===== config.mk =====
export PLATFORM = sky130hd
export DESIGN_NAME = dbgpkt_engine
export DESIGN_NICKNAME = d
export VERILOG_FILES = /design/src/rtl/dbgpkt_pkg.sv /design/src/rtl/dbgpkt_crc_reg.sv /design/src/rtl/dbgpkt_idle_timer.sv /design/src/rtl/dbgpkt_rx_parser.sv /design/src/rtl/dbgpkt_tx_builder.sv /design/src/rtl/dbgpkt_engine.sv
export SDC_FILE = /design/constraint.sdc
export NUM_CORES = 1
export LEC_CHECK = 0
export BUFFER_PORTS_ARGS = -buffer_cell sky130_fd_sc_hd__buf_2
export CAP_MARGIN = 20
export CORE_UTILIZATION = 35
export DETAILED_ROUTE_END_ITERATION = 6
export PLACE_DENSITY = 0.57
export SLEW_MARGIN = 40
export SYNTH_ARGS = -nofsm -noshare
export SYNTH_HDL_FRONTEND = slang
export SYNTH_SLANG_ARGS = --single-unit

===== constraint.sdc =====
create_clock -name clk -period 2.15 [get_ports clk]
set_input_delay 0.43 -clock clk [delete_from_list [all_inputs] [get_ports clk]]
set_output_delay 0.43 -clock clk [all_outputs]
set_load 0.05 [all_outputs]

===== src/rtl/dbgpkt_pkg.sv =====
package dbgpkt_pkg;

    localparam logic [7:0]  SYNC_BYTE     = 8'h55;
    localparam logic [15:0] CRC_POLY_REFL = 16'h8408;
    localparam logic [15:0] CRC_SEED      = 16'hFFFF;
    localparam int          LEN_FLAG_BIT  = 7;
    localparam int          RESP_FLAG_BIT = 6;
    localparam int          LEN_W         = 16;

    typedef enum logic [2:0] {
        RX_HUNT, RX_CODE, RX_LEN_HI, RX_LEN_LO, RX_DATA, RX_CRC_LO, RX_CRC_HI
    } rx_state_e;

    typedef enum logic [2:0] {
        TX_IDLE, TX_SYNC, TX_CODE, TX_LEN_HI, TX_LEN_LO, TX_DATA, TX_CRC_LO, TX_CRC_HI
    } tx_state_e;

    typedef struct packed {
        logic [7:0]       code;
        logic [LEN_W-1:0] len;
    } pkt_hdr_t;

    // Advance the reflected CRC by one byte, least significant bit first.
    function automatic logic [15:0] crc_step(input logic [15:0] crc_in, input logic [7:0] b);
        logic [15:0] c;
        c = crc_in;
        for (int i = 0; i < 8; i++) begin
            if (c[0] ^ b[i]) c = (c >> 1) ^ CRC_POLY_REFL;
            else             c = c >> 1;
        end
        return c;
    endfunction

endpackage


===== src/rtl/dbgpkt_crc_reg.sv =====
module dbgpkt_crc_reg
    import dbgpkt_pkg::*;
(
    input  logic        clk,
    input  logic        rst,
    input  logic        clear,
    input  logic        en,
    input  logic [7:0]  byte_in,
    output logic [15:0] crc
);
    always_ff @(posedge clk) begin
        if (rst || clear) crc <= CRC_SEED;
        else if (en)      crc <= crc_step(crc, byte_in);
    end
endmodule


===== src/rtl/dbgpkt_idle_timer.sv =====
module dbgpkt_idle_timer #(
    parameter int LIMIT = 4
) (
    input  logic clk,
    input  logic rst,
    input  logic armed,
    input  logic byte_seen,
    input  logic tick,
    output logic expire
);
    localparam int CW = $clog2(LIMIT + 1) + 1;

    logic [CW-1:0] cnt;

    assign expire = armed && !byte_seen && tick && (cnt == CW'(LIMIT));

    always_ff @(posedge clk) begin
        if (rst || !armed || byte_seen) cnt <= '0;
        else if (tick)                  cnt <= cnt + 1'b1;
    end
endmodule


===== src/rtl/dbgpkt_rx_parser.sv =====
module dbgpkt_rx_parser
    import dbgpkt_pkg::*;
#(
    parameter int IDLE_LIMIT = 4
) (
    input  logic             clk,
    input  logic             rst,
    input  logic             in_valid,
    input  logic [7:0]       in_byte,
    input  logic             byte_tick,
    output logic             cmd_valid,
    output logic [7:0]       cmd_code,
    output logic [LEN_W-1:0] cmd_len,
    output logic             data_valid,
    output logic [7:0]       data_byte,
    output logic             pkt_done,
    output logic             pkt_crc_ok,
    output logic             pkt_code_err,
    output logic             pkt_abort
);
    rx_state_e        state;
    pkt_hdr_t         hdr;
    logic [LEN_W-1:0] left;
    logic [7:0]       crc_lo_q;
    logic [15:0]      crc_run;
    logic             crc_en;
    logic             expire;
    logic [15:0]      rx_crc;
    logic             crc_match;

    assign crc_en = in_valid && (state == RX_CODE || state == RX_LEN_HI ||
                                 state == RX_LEN_LO || state == RX_DATA);

    dbgpkt_crc_reg crc_i (
        .clk(clk), .rst(rst), .clear(state == RX_HUNT),
        .en(crc_en), .byte_in(in_byte), .crc(crc_run)
    );

    dbgpkt_idle_timer #(.LIMIT(IDLE_LIMIT)) tmr_i (
        .clk(clk), .rst(rst), .armed(state != RX_HUNT),
        .byte_seen(in_valid), .tick(byte_tick), .expire(expire)
    );

    assign rx_crc    = {in_byte, crc_lo_q};
    assign crc_match = (rx_crc == 16'h0000) || (rx_crc == ~crc_run);

    always_ff @(posedge clk) begin
        if (rst) begin
            state        <= RX_HUNT;
            hdr          <= '0;
            left         <= '0;
            crc_lo_q     <= '0;
            cmd_valid    <= 1'b0;
            cmd_code     <= '0;
            cmd_len      <= '0;
            data_valid   <= 1'b0;
            data_byte    <= '0;
            pkt_done     <= 1'b0;
            pkt_crc_ok   <= 1'b0;
            pkt_code_err <= 1'b0;
            pkt_abort    <= 1'b0;
        end else begin
            cmd_valid  <= 1'b0;
            data_valid <= 1'b0;
            pkt_done   <= 1'b0;
            pkt_abort  <= 1'b0;
            if (expire) begin
                state     <= RX_HUNT;
                pkt_abort <= 1'b1;
            end else if (in_valid) begin
                case (state)
                    RX_HUNT: begin
                        if (in_byte == SYNC_BYTE) state <= RX_CODE;
                    end
                    RX_CODE: begin
                        hdr.code <= in_byte;
                        hdr.len  <= '0;
                        if (in_byte[LEN_FLAG_BIT]) begin
                            state <= RX_LEN_HI;
                        end else begin
                            cmd_valid <= 1'b1;
                            cmd_code  <= in_byte;
                            cmd_len   <= '0;
                            state     <= RX_CRC_LO;
                        end
                    end
                    RX_LEN_HI: begin
                        hdr.len[15:8] <= in_byte;
                        state         <= RX_LEN_LO;
                    end
                    RX_LEN_LO: begin
                        cmd_valid <= 1'b1;
                        cmd_code  <= hdr.code;
                        cmd_len   <= {hdr.len[15:8], in_byte};
                        left      <= {hdr.len[15:8], in_byte};
                        if ({hdr.len[15:8], in_byte} == '0) state <= RX_CRC_LO;
                        else                                state <= RX_DATA;
                    end
                    RX_DATA: begin
                        data_valid <= 1'b1;
                        data_byte  <= in_byte;
                        left       <= left - 1'b1;
                        if (left == LEN_W'(1)) state <= RX_CRC_LO;
                    end
                    RX_CRC_LO: begin
                        crc_lo_q <= in_byte;
                        state    <= RX_CRC_HI;
                    end
                    RX_CRC_HI: begin
                        pkt_done     <= 1'b1;
                        pkt_crc_ok   <= crc_match;
                        pkt_code_err <= hdr.code[RESP_FLAG_BIT];
                        state        <= RX_HUNT;
                    end
                    default: state <= RX_HUNT;
                endcase
            end
        end
    end
endmodule


===== src/rtl/dbgpkt_tx_builder.sv =====
module dbgpkt_tx_builder
    import dbgpkt_pkg::*;
(
    input  logic             clk,
    input  logic             rst,
    input  logic             start,
    input  logic [7:0]       code,
    input  logic [LEN_W-1:0] len,
    input  logic [7:0]       data_in,
    output logic             data_rd,
    output logic             out_valid,
    input  logic             out_ready,
    output logic [7:0]       out_byte,
    output logic             busy
);
    tx_state_e        state;
    pkt_hdr_t         hdr;
    logic [LEN_W-1:0] left;
    logic [15:0]      crc_run;
    logic [15:0]      crc_fin;
    logic             fire;
    logic             crc_en;

    assign busy      = (state != TX_IDLE);
    assign out_valid = busy;
    assign fire      = out_valid && out_ready;
    assign data_rd   = fire && (state == TX_DATA);
    assign crc_en    = fire && (state == TX_CODE || state == TX_LEN_HI ||
                                state == TX_LEN_LO || state == TX_DATA);
    assign crc_fin   = ~crc_run;

    dbgpkt_crc_reg crc_i (
        .clk(clk), .rst(rst), .clear(state == TX_IDLE),
        .en(crc_en), .byte_in(out_byte), .crc(crc_run)
    );

    always_comb begin
        case (state)
            TX_SYNC:   out_byte = SYNC_BYTE;
            TX_CODE:   out_byte = hdr.code;
            TX_LEN_HI: out_byte = hdr.len[15:8];
            TX_LEN_LO: out_byte = hdr.len[7:0];
            TX_DATA:   out_byte = data_in;
            TX_CRC_LO: out_byte = crc_fin[7:0];
            TX_CRC_HI: out_byte = crc_fin[15:8];
            default:   out_byte = 8'h00;
        endcase
    end

    always_ff @(posedge clk) begin
        if (rst) begin
            state <= TX_IDLE;
            hdr   <= '0;
            left  <= '0;
        end else if (state == TX_IDLE) begin
            if (start) begin
                hdr.code <= code | (8'h01 << RESP_FLAG_BIT);
                hdr.len  <= len;
                state    <= TX_SYNC;
            end
        end else if (fire) begin
            case (state)
                TX_SYNC:   state <= TX_CODE;
                TX_CODE:   state <= hdr.code[LEN_FLAG_BIT] ? TX_LEN_HI : TX_CRC_LO;
                TX_LEN_HI: state <= TX_LEN_LO;
                TX_LEN_LO: begin
                    left  <= hdr.len;
                    state <= (hdr.len == '0) ? TX_CRC_LO : TX_DATA;
                end
                TX_DATA: begin
                    left <= left - 1'b1;
                    if (left == LEN_W'(1)) state <= TX_CRC_LO;
                end
                TX_CRC_LO: state <= TX_CRC_HI;
                TX_CRC_HI: state <= TX_IDLE;
                default:   state <= TX_IDLE;
            endcase
        end
    end
endmodule


===== src/rtl/dbgpkt_engine.sv =====
module dbgpkt_engine
    import dbgpkt_pkg::*;
#(
    parameter int IDLE_LIMIT = 4
) (
    input  logic        clk,
    input  logic        rst,
    input  logic        rx_valid,
    input  logic [7:0]  rx_byte,
    input  logic        byte_tick,
    output logic        cmd_valid,
    output logic [7:0]  cmd_code,
    output logic [15:0] cmd_len,
    output logic        data_valid,
    output logic [7:0]  data_byte,
    output logic        pkt_done,
    output logic        pkt_crc_ok,
    output logic        pkt_code_err,
    output logic        pkt_abort,
    input  logic        tx_start,
    input  logic [7:0]  tx_code,
    input  logic [15:0] tx_len,
    input  logic [7:0]  tx_data,
    output logic        tx_data_rd,
    output logic        tx_out_valid,
    input  logic        tx_out_ready,
    output logic [7:0]  tx_out_byte,
    output logic        tx_busy
);
    dbgpkt_rx_parser #(.IDLE_LIMIT(IDLE_LIMIT)) rx_i (
        .clk(clk), .rst(rst),
        .in_valid(rx_valid), .in_byte(rx_byte), .byte_tick(byte_tick),
        .cmd_valid(cmd_valid), .cmd_code(cmd_code), .cmd_len(cmd_len),
        .data_valid(data_valid), .data_byte(data_byte),
        .pkt_done(pkt_done), .pkt_crc_ok(pkt_crc_ok),
        .pkt_code_err(pkt_code_err), .pkt_abort(pkt_abort)
    );

    dbgpkt_tx_builder tx_i (
        .clk(clk), .rst(rst),
        .start(tx_start), .code(tx_code), .len(tx_len),
        .data_in(tx_data), .data_rd(tx_data_rd),
        .out_valid(tx_out_valid), .out_ready(tx_out_ready),
        .out_byte(tx_out_byte), .busy(tx_busy)
    );
endmodule


==> metrics.md, run 1 <==
| Metric | Value |
|---|---|
| Cell area after synthesis | 7980 sq um |
| Detail Route Antenna Nets | 0 |
| Clk sink count | 160 |
| Clk Latency, worst-skew pair | 0.44 ns |
| Synth cell types | 69 |
| CTS tree | built |
| Filler Cells Inserted | 2169 |
| Worst-path clk slew | 0.07 ns |
| WP buf/inv | 4 |
| Final worst path period need | 2.32 ns |
| Port bufs | 93 |
| Top FF cell, synth | dfxtp_1 |
| Largest net degree at the start of global routing | 52 |
| Final HPWL DP | 16700 microns |
| Final slew viol count | 0 |
| Delay of the slowest critical-path stage | 0.39 ns |
| Worst slack, placed | -0.0144 ns |
| I/O Pins | 95 |
| Status | finished, violations left |
| WS Path Type | flop to output pin |
| Area grow syn2layout | 29.3% |
| Failing checks | setup timing |
| Row count | 54 |
| # nets final | 1187 |
| Worst-Margin Slew | 0.694 ns |
| Crit-path slowest cell | dfxtp_4 |
| Pre-antenna DRT Iters | 5 |
| GR Util All Layers | 20.7% |
| GPL Wtd Cong | 0.869 |
| Maxcap violations | 0 |
| Post-synth EDFFs | 0 |
| Delay-heaviest family, CP | buffers and inverters |
| CP cell instances | buf_12, and2b_2, and3_4, a211oi_2, buf_4, inv_2, buf_6 |
| Met2 wire len | 11700 microns |
| Skew final | 0.0110 ns |
| N_diodes | 0 |
| Residual DRC | 0 |
| P per Cell Area | 798 nW/um^2 |
| Final wirelength | 23900 microns |
| Core box area | 22100 sq um |
| Worst slew margin | 53.7% |
| Die Area | 23400 sq um |
| Syn_area_per_cell | 8.06 sq um |
| Vias per Instance | 5.28 |
| Top Metal Used | met4 |
| Final hold viol count | 0 |
| H-Tree Depth | 4 |
| Die width | 153 microns |
| Drt wl/cell | 16.7 microns |
| Layout Utilization | 46.7% |
| First-pass GRT wire length | 38100 microns |
| Crit share post-route | 108% |
| Final Power | 8230 uW |
| CP arrival | 1.89 ns |
| Crit end category | output pin |
| Critical path launch point type | flop |
| Final setup violating endpoints | 11 |
| M1 WL | 10500 microns |
| Maximum clock rate | 0.432 GHz |
| Worst path required time | 1.72 ns |
| GRT Residual Overflow | 0 |
| WL met3 | 1040 microns |
| First DRT Iteration DRCs | 498 |
| Maximum fanout along the worst path | 5 |
| Die height | 153 microns |
| CTS Root Cell | clkbuf_16 |
| Yosys reg bits | 160 |
| Share of layout cells above drive strength 1 | 24.3% |
| Syn_nets | 1042 |
| Vias in the first global route | 7145 |
| Via count | 7533 |
| Syn Inst Count | 990 |
| Sequential-to-total area share from yosys stat | 40.2% |
| Ys Warns | 0 |
| Ys async rst share | 0% |
| Final Worst Setup Slack | -0.167 ns |
| RSZ-0062 raised after global routing | true |
| Static Leakage | 0.00412 uW |
| Worst IR Drop VDD | 0.385 mV |
| Clock buffer count from CTS | 17 |
| Starting Density | 36.1% |
| Number of antenna violations at the first check in global routing | 0 |
| Clock tree buffer depth | 2 |
| Hold Crit Class | primary input to flop |
## final timing paths
| path | end | start | slack [ns] | cells after the start |
|---|---|---|---|---|
| worst min register to register | rx_i.data_byte[2] | rx_i.data_byte[2] | 0.45 | 2 |
| worst min-delay path | tx_i.hdr[7] | tx_len[7] | 0.23 | 3 |
| worst max-delay path | tx_out_byte[4] | tx_i.state[1] | -0.17 | 7 |
| worst max register to register | tx_i.crc_i.crc[3] | tx_i.state[1] | -0.07 | 10 |
## synthesized netlist by cell type (3+ instances only)
master / number / area, sq um
dfxtp_1: 160 / 3200
nand2_1: 160 / 601
a21oi_1: 109 / 546
nor2_1: 107 / 402
clkbuf_1: 52 / 195
xnor2_1: 49 / 429
o21ai_0: 33 / 165
o211ai_1: 28 / 210
a22oi_1: 27 / 203
nor3_1: 23 / 115
nor4_1: 23 / 144
inv_1: 20 / 75.1
mux2i_1: 17 / 170
a211oi_1: 13 / 97.6
nand3_1: 11 / 55.1
nor2b_1: 11 / 68.8
nand2b_1: 10 / 62.6
xor2_1: 10 / 87.6
a221oi_1: 6 / 52.6
ha_1: 6 / 75.1
or3_1: 6 / 37.5
and2_1: 5 / 31.3
nand3b_1: 5 / 37.5
nand4_1: 5 / 31.3
o22ai_1: 5 / 31.3
a211oi_2: 4 / 50.1
a21o_1: 4 / 30.0
buf_2: 4 / 20.0
buf_4: 4 / 30.0
o21ai_1: 4 / 20.0
o31ai_1: 4 / 30.0
xnor2_2: 4 / 65.1
a31oi_1: 3 / 18.8
and4_1: 3 / 26.3
buf_6: 3 / 33.8
mux2_2: 3 / 33.8
o21a_1: 3 / 22.5
o31a_1: 3 / 26.3
or4_1: 3 / 22.5
## power by group
part | switching (uW) | leakage (uW) | internal [uW]
registers | 88.4 | 0.00130 | 3040
logic | 912 | 0.00250 | 748
clock network | 1300 | 0.000321 | 2140
total | 2300 | 0.00412 | 5930
## logic make-up after synthesis
| group | share of synthesized area, % |
|---|---|
| buffers and inverters | 4.77 |
| muxes | 3.12 |
| xor gates and xnor gates | 7.87 |
| DFF | 40.2 |
| adders and majority gates | 0.941 |
| AOI/OAI and AO/OA | 21.5 |
| and+or+nand+nor | 21.7 |
## state kept, by name (all words and copies together) (netlist names)
name / cells
tx_i.left: 16
rx_i.cmd_len: 16
rx_i.pkt_crc_ok: 1
rx_i.data_valid: 1
rx_i.cmd_valid: 1
rx_i.crc_i.crc: 16
rx_i.state: 3
rx_i.crc_lo_q: 8
rx_i.pkt_abort: 1
rx_i.hdr: 16
tx_i.crc_i.crc: 16
rx_i.pkt_code_err: 1
rx_i.pkt_done: 1
rx_i.tmr_i.cnt: 4
tx_i.state: 3
rx_i.data_byte: 8
rx_i.cmd_code: 8
tx_i.hdr: 24
rx_i.left: 16
## area by class of cell
class	instances	area (sq um)	share of cell area, %
flip-flops and latches	160	3210	31.2
clock buffers	21	460	4.46
clock inverters	11	203	1.97
well taps	280	350	3.40
multi-input cells	743	4630	44.9
repair buffers	191	1370	13.3
inverters	22	85.1	0.825
## metrics by stage
| step | setup TNS, ns | hold WS (ns) | cells | cell area, sq um |
|---|---|---|---|---|
| detailed placement | -0.0207 | 0.447 | 1374 | 9150 |
| CTS | -0.899 | 0.219 | 1422 | 10100 |
| finish | -0.846 | 0.232 | 1428 | 10300 |
| global route | -1.80 | 0.234 | 1428 | 10300 |
| global placement | -0.793 | 0.438 | 1374 | 9140 |
| floorplan | -0.130 | 0.427 | 990 | 8030 |
## worst min-delay path, cell delays in order
cell and delay, ns:
buf_2 0.10, nand2_1 0.04, a21oi_1 0.05
## timing repair
| action | in CTS | in global routing |
|---|---|---|
| resized for setup | 48 | 29 |
| pin swaps | 15 | 13 |
| hold buffers | 0 | 0 |
| setup endpoints to repair | 13 | 21 |
| buffers inserted | 14 | 6 |
| gates cloned | 2 | 0 |
## metal layers
metal  up-vias  track usage, %
met3        41            3.86
met1      3524            25.8
met5         -               0
met2       203            35.2
met4         0            8.03
li1       3765               -
## cells in the final DEF, fill, tap and decap left out, types with 4 or more instances in the layout
cell and count:
buf_6 15, o31ai_1 4, nand4_1 5, o21ai_0 33
a211oi_4 4, nand2_1 158, clkbuf_16 17, o22ai_1 4
nand3b_1 5, buf_2 81, dfxtp_1 157, a22oi_1 27
xor2_1 8, nor2_1 104, a211oi_1 11, inv_1 17
or3_1 5, buf_4 89, nor3_1 22, nor2b_1 7
mux2i_1 17, nand3_1 11, nor4_1 21, xnor2_1 46
a221oi_1 6, o211ai_1 28, nand2b_1 8, bufinv_16 5
xnor2_2 6, a21o_1 4, ha_1 6, and2_1 5
a21oi_1 106, a211oi_2 4
No activity file was read; power rests on OpenSTA's default activity.
==> run 2, diff against run 1 <==
--- a/config.mk
+++ b/config.mk
@@ -9,8 +9,9 @@
 export CAP_MARGIN = 20
 export CORE_UTILIZATION = 35
 export DETAILED_ROUTE_END_ITERATION = 6
-export PLACE_DENSITY = 0.57
+export PLACE_DENSITY = 0.56
 export SLEW_MARGIN = 40
 export SYNTH_ARGS = -nofsm -noshare
 export SYNTH_HDL_FRONTEND = slang
+export SYNTH_HIERARCHICAL = 1
 export SYNTH_SLANG_ARGS = --single-unit
==> metrics.md, run 2 <==
| Metric | Value |
|---|---|
| Ys async rst share | 0% |
| CTS tree | built |
| Top FF cell, synth | dfxtp_1 |
| Detail Route Antenna Nets | 0 |
| I/O Pins | 95 |
| Core box area | 24200 sq um |
| Die Area | 25200 sq um |
| Clock buffer count from CTS | 17 |
| Drt wl/cell | 17.3 microns |
| Max reg flops | 24 |
| Die width | 159 microns |
| Commonest cells in the netlist | dfxtp_1 (160), nand2_1 (145), a21oi_1 (105) |
| Critical path launch point type | flop |
| Worst IR Drop VDD | 0.576 mV |
| Row count | 57 |
| CP arrival | 1.73 ns |
| Top post-synthesis cells by area | dfxtp_1 (37%), nand2_1 (6.3%), a21oi_1 (6.1%) |
| Final wirelength | 25700 microns |
| Largest net degree at the start of global routing | 36 |
| Sequential-to-total area share from yosys stat | 37.2% |
| Cell area after synthesis | 8620 sq um |
| Final hold viol count | 0 |
| Skew final | 0.0107 ns |
| Worst-Margin Slew | 0.667 ns |
| First DRT Iteration DRCs | 508 |
| Synth cell types | 87 |
| Worst slew margin | 55.4% |
| Crit share post-route | 100% |
| WS Path Type | flop to output pin |
| Ys Warns | 6 |
| N_diodes | 0 |
| Via count | 7996 |
| GRT Residual Overflow | 0 |
| Design area | 10800 sq um |
| Area share of the largest cell type after synthesis | 37.2% |
| Share of layout cells above drive strength 1 | 25.6% |
| Syn_area_per_cell | 8.46 sq um |
| Setup TNS | -0.00964 ns |
| Leading area contributor after synthesis | dfxtp_1 |
| Vias per Instance | 5.38 |
| Hold buffers post-CTS | 0 |
| Final setup violating endpoints | 2 |
| Commonest non-fill, non-tap cell in the layout | dfxtp_1 |
| Pre-antenna DRT Iters | 5 |
| Final slew viol count | 0 |
| Syn Inst Count | 1018 |
| RSZ-0062 raised after global routing | true |
| CTS Root Cell | clkbuf_16 |
| Worst slack, placed | -0.136 ns |
| Die height | 159 microns |
| First-pass GRT wire length | 41100 microns |
| Residual DRC | 0 |
| Final Worst Setup Slack | -0.00724 ns |
| GPL Wtd Cong | 0.876 |
| Worst path required time | 1.72 ns |
| Dpl cell area | 9810 sq um |
| Filler Cells Inserted | 2441 |
| Maxcap violations | 0 |
| Maximum clock rate | 0.464 GHz |
| # nets final | 1203 |
| Yosys reg bits | 160 |
| Static Leakage | 0.00433 uW |
| Crit end category | output pin |
| Syn_nets | 1070 |
| Top-count cell post-synth | dfxtp_1 |
| P per Cell Area | 960 nW/um^2 |
| Final HPWL DP | 18200 microns |
| Largest reg by FF count | tx_i/hdr |
| Layout Utilization | 44.6% |
| Number of antenna violations at the first check in global routing | 0 |
| Status | finished, violations left |
| Maximum fanout along the worst path | 23 |
| GR Util All Layers | 20.4% |
| H-Tree Depth | 4 |
| Failing checks | setup timing |
| Clk Latency, worst-skew pair | 0.43 ns |
| Hold Crit Class | primary input to flop |
| Clk sink count | 160 |
| Port bufs | 93 |
| Most frequent cells in the layout | dfxtp_1 (156), nand2_1 (143), a21oi_1 (104) |
| Final worst path period need | 2.16 ns |
| Starting Density | 35.5% |
| Clock tree buffer depth | 2 |
| Vias in the first global route | 7603 |
| Post-synth EDFFs | 0 |
| Final Power | 10400 uW |
| Worst-path clk slew | 0.06 ns |
| Area grow syn2layout | 25.5% |
## run 2: cell types whose count changed after synthesis, moves of 12 or more
cell and delta:
a22oi_1 -24, nor2_1 -23, nand2_1 -15, xnor3_1 +15, xnor2_1 -13, nor4b_1 +12
## run 2: cell type report
| cell class | count | area, sq um | share of cell area, % |
|---|---|---|---|
| tap | 324 | 405 | 3.75 |
| clock buffer | 20 | 447 | 4.13 |
| timing repair buffer | 191 | 1330 | 12.3 |
| sequential | 160 | 3220 | 29.7 |
| inverter | 21 | 80.1 | 0.740 |
| multi-input combinational | 760 | 5170 | 47.8 |
| clock inverter | 10 | 161 | 1.49 |
## run 2: layer usage
metal	track usage (%)	wire (microns)	vias to the layer above
met5	0	0	-
met4	5.99	493	0
met3	3.92	1140	37
met2	33.8	12200	212
met1	26.9	12000	3831
li1	-	-	3916
## run 2: what timing repair did
action,in CTS,in global routing
hold endpoints to repair,0,0
pin swaps,6,9
setup buffers,15,7
gates resized for setup,36,33
setup endpoints to repair,14,43
## run 2: where the power goes
group | leakage (uW) | switching, uW | internal (uW)
clock network | 0.000288 | 1220 | 1960
registers | 0.00130 | 239 | 3150
logic | 0.00274 | 2060 | 1750
## run 2: cell families (layout without fill, tap and decap cells)
family          after synthesis  in the layout  synth area share (%)
mux                          26             26                  3.05
buf+inv                      98            242                  5.40
flops                       160            160                  37.2
simple gates                404            404                  24.4
compound gates              256            256                  18.6
fa+ha+maj                     6              6                 0.871
xor+xnor                     68             68                  10.5
## run 2: path summary, 6_finish.rpt
path	startpoint	to	slack [ns]	cells past startpoint
worst min-delay path	tx_len[0]	tx_i/hdr[0]	0.24	3
worst max register to register	rx_i/state[0]	rx_i/left[14]	0.01	8
worst min register to register	rx_i/cmd_len[3]	rx_i/cmd_len[3]	0.45	2
worst max-delay path	tx_i/state[0]	tx_out_byte[6]	-0.007	4
## run 2: metrics by stage
stage / cells / hold WS (ns)
final: 1486 / 0.243
after global routing: 1486 / 0.234
after CTS: 1480 / 0.224
after detailed placement: 1435 / 0.442
after global placement: 1435 / 0.438
after floorplan: 1018 / 0.432
## run 2: worst max-delay path, stage by stage, from the launching register on
cell and delay [ns]:
dfxtp_4 0.37, buf_12 0.17, mux2i_1 0.32, o211ai_1 0.21
buf_4 0.24
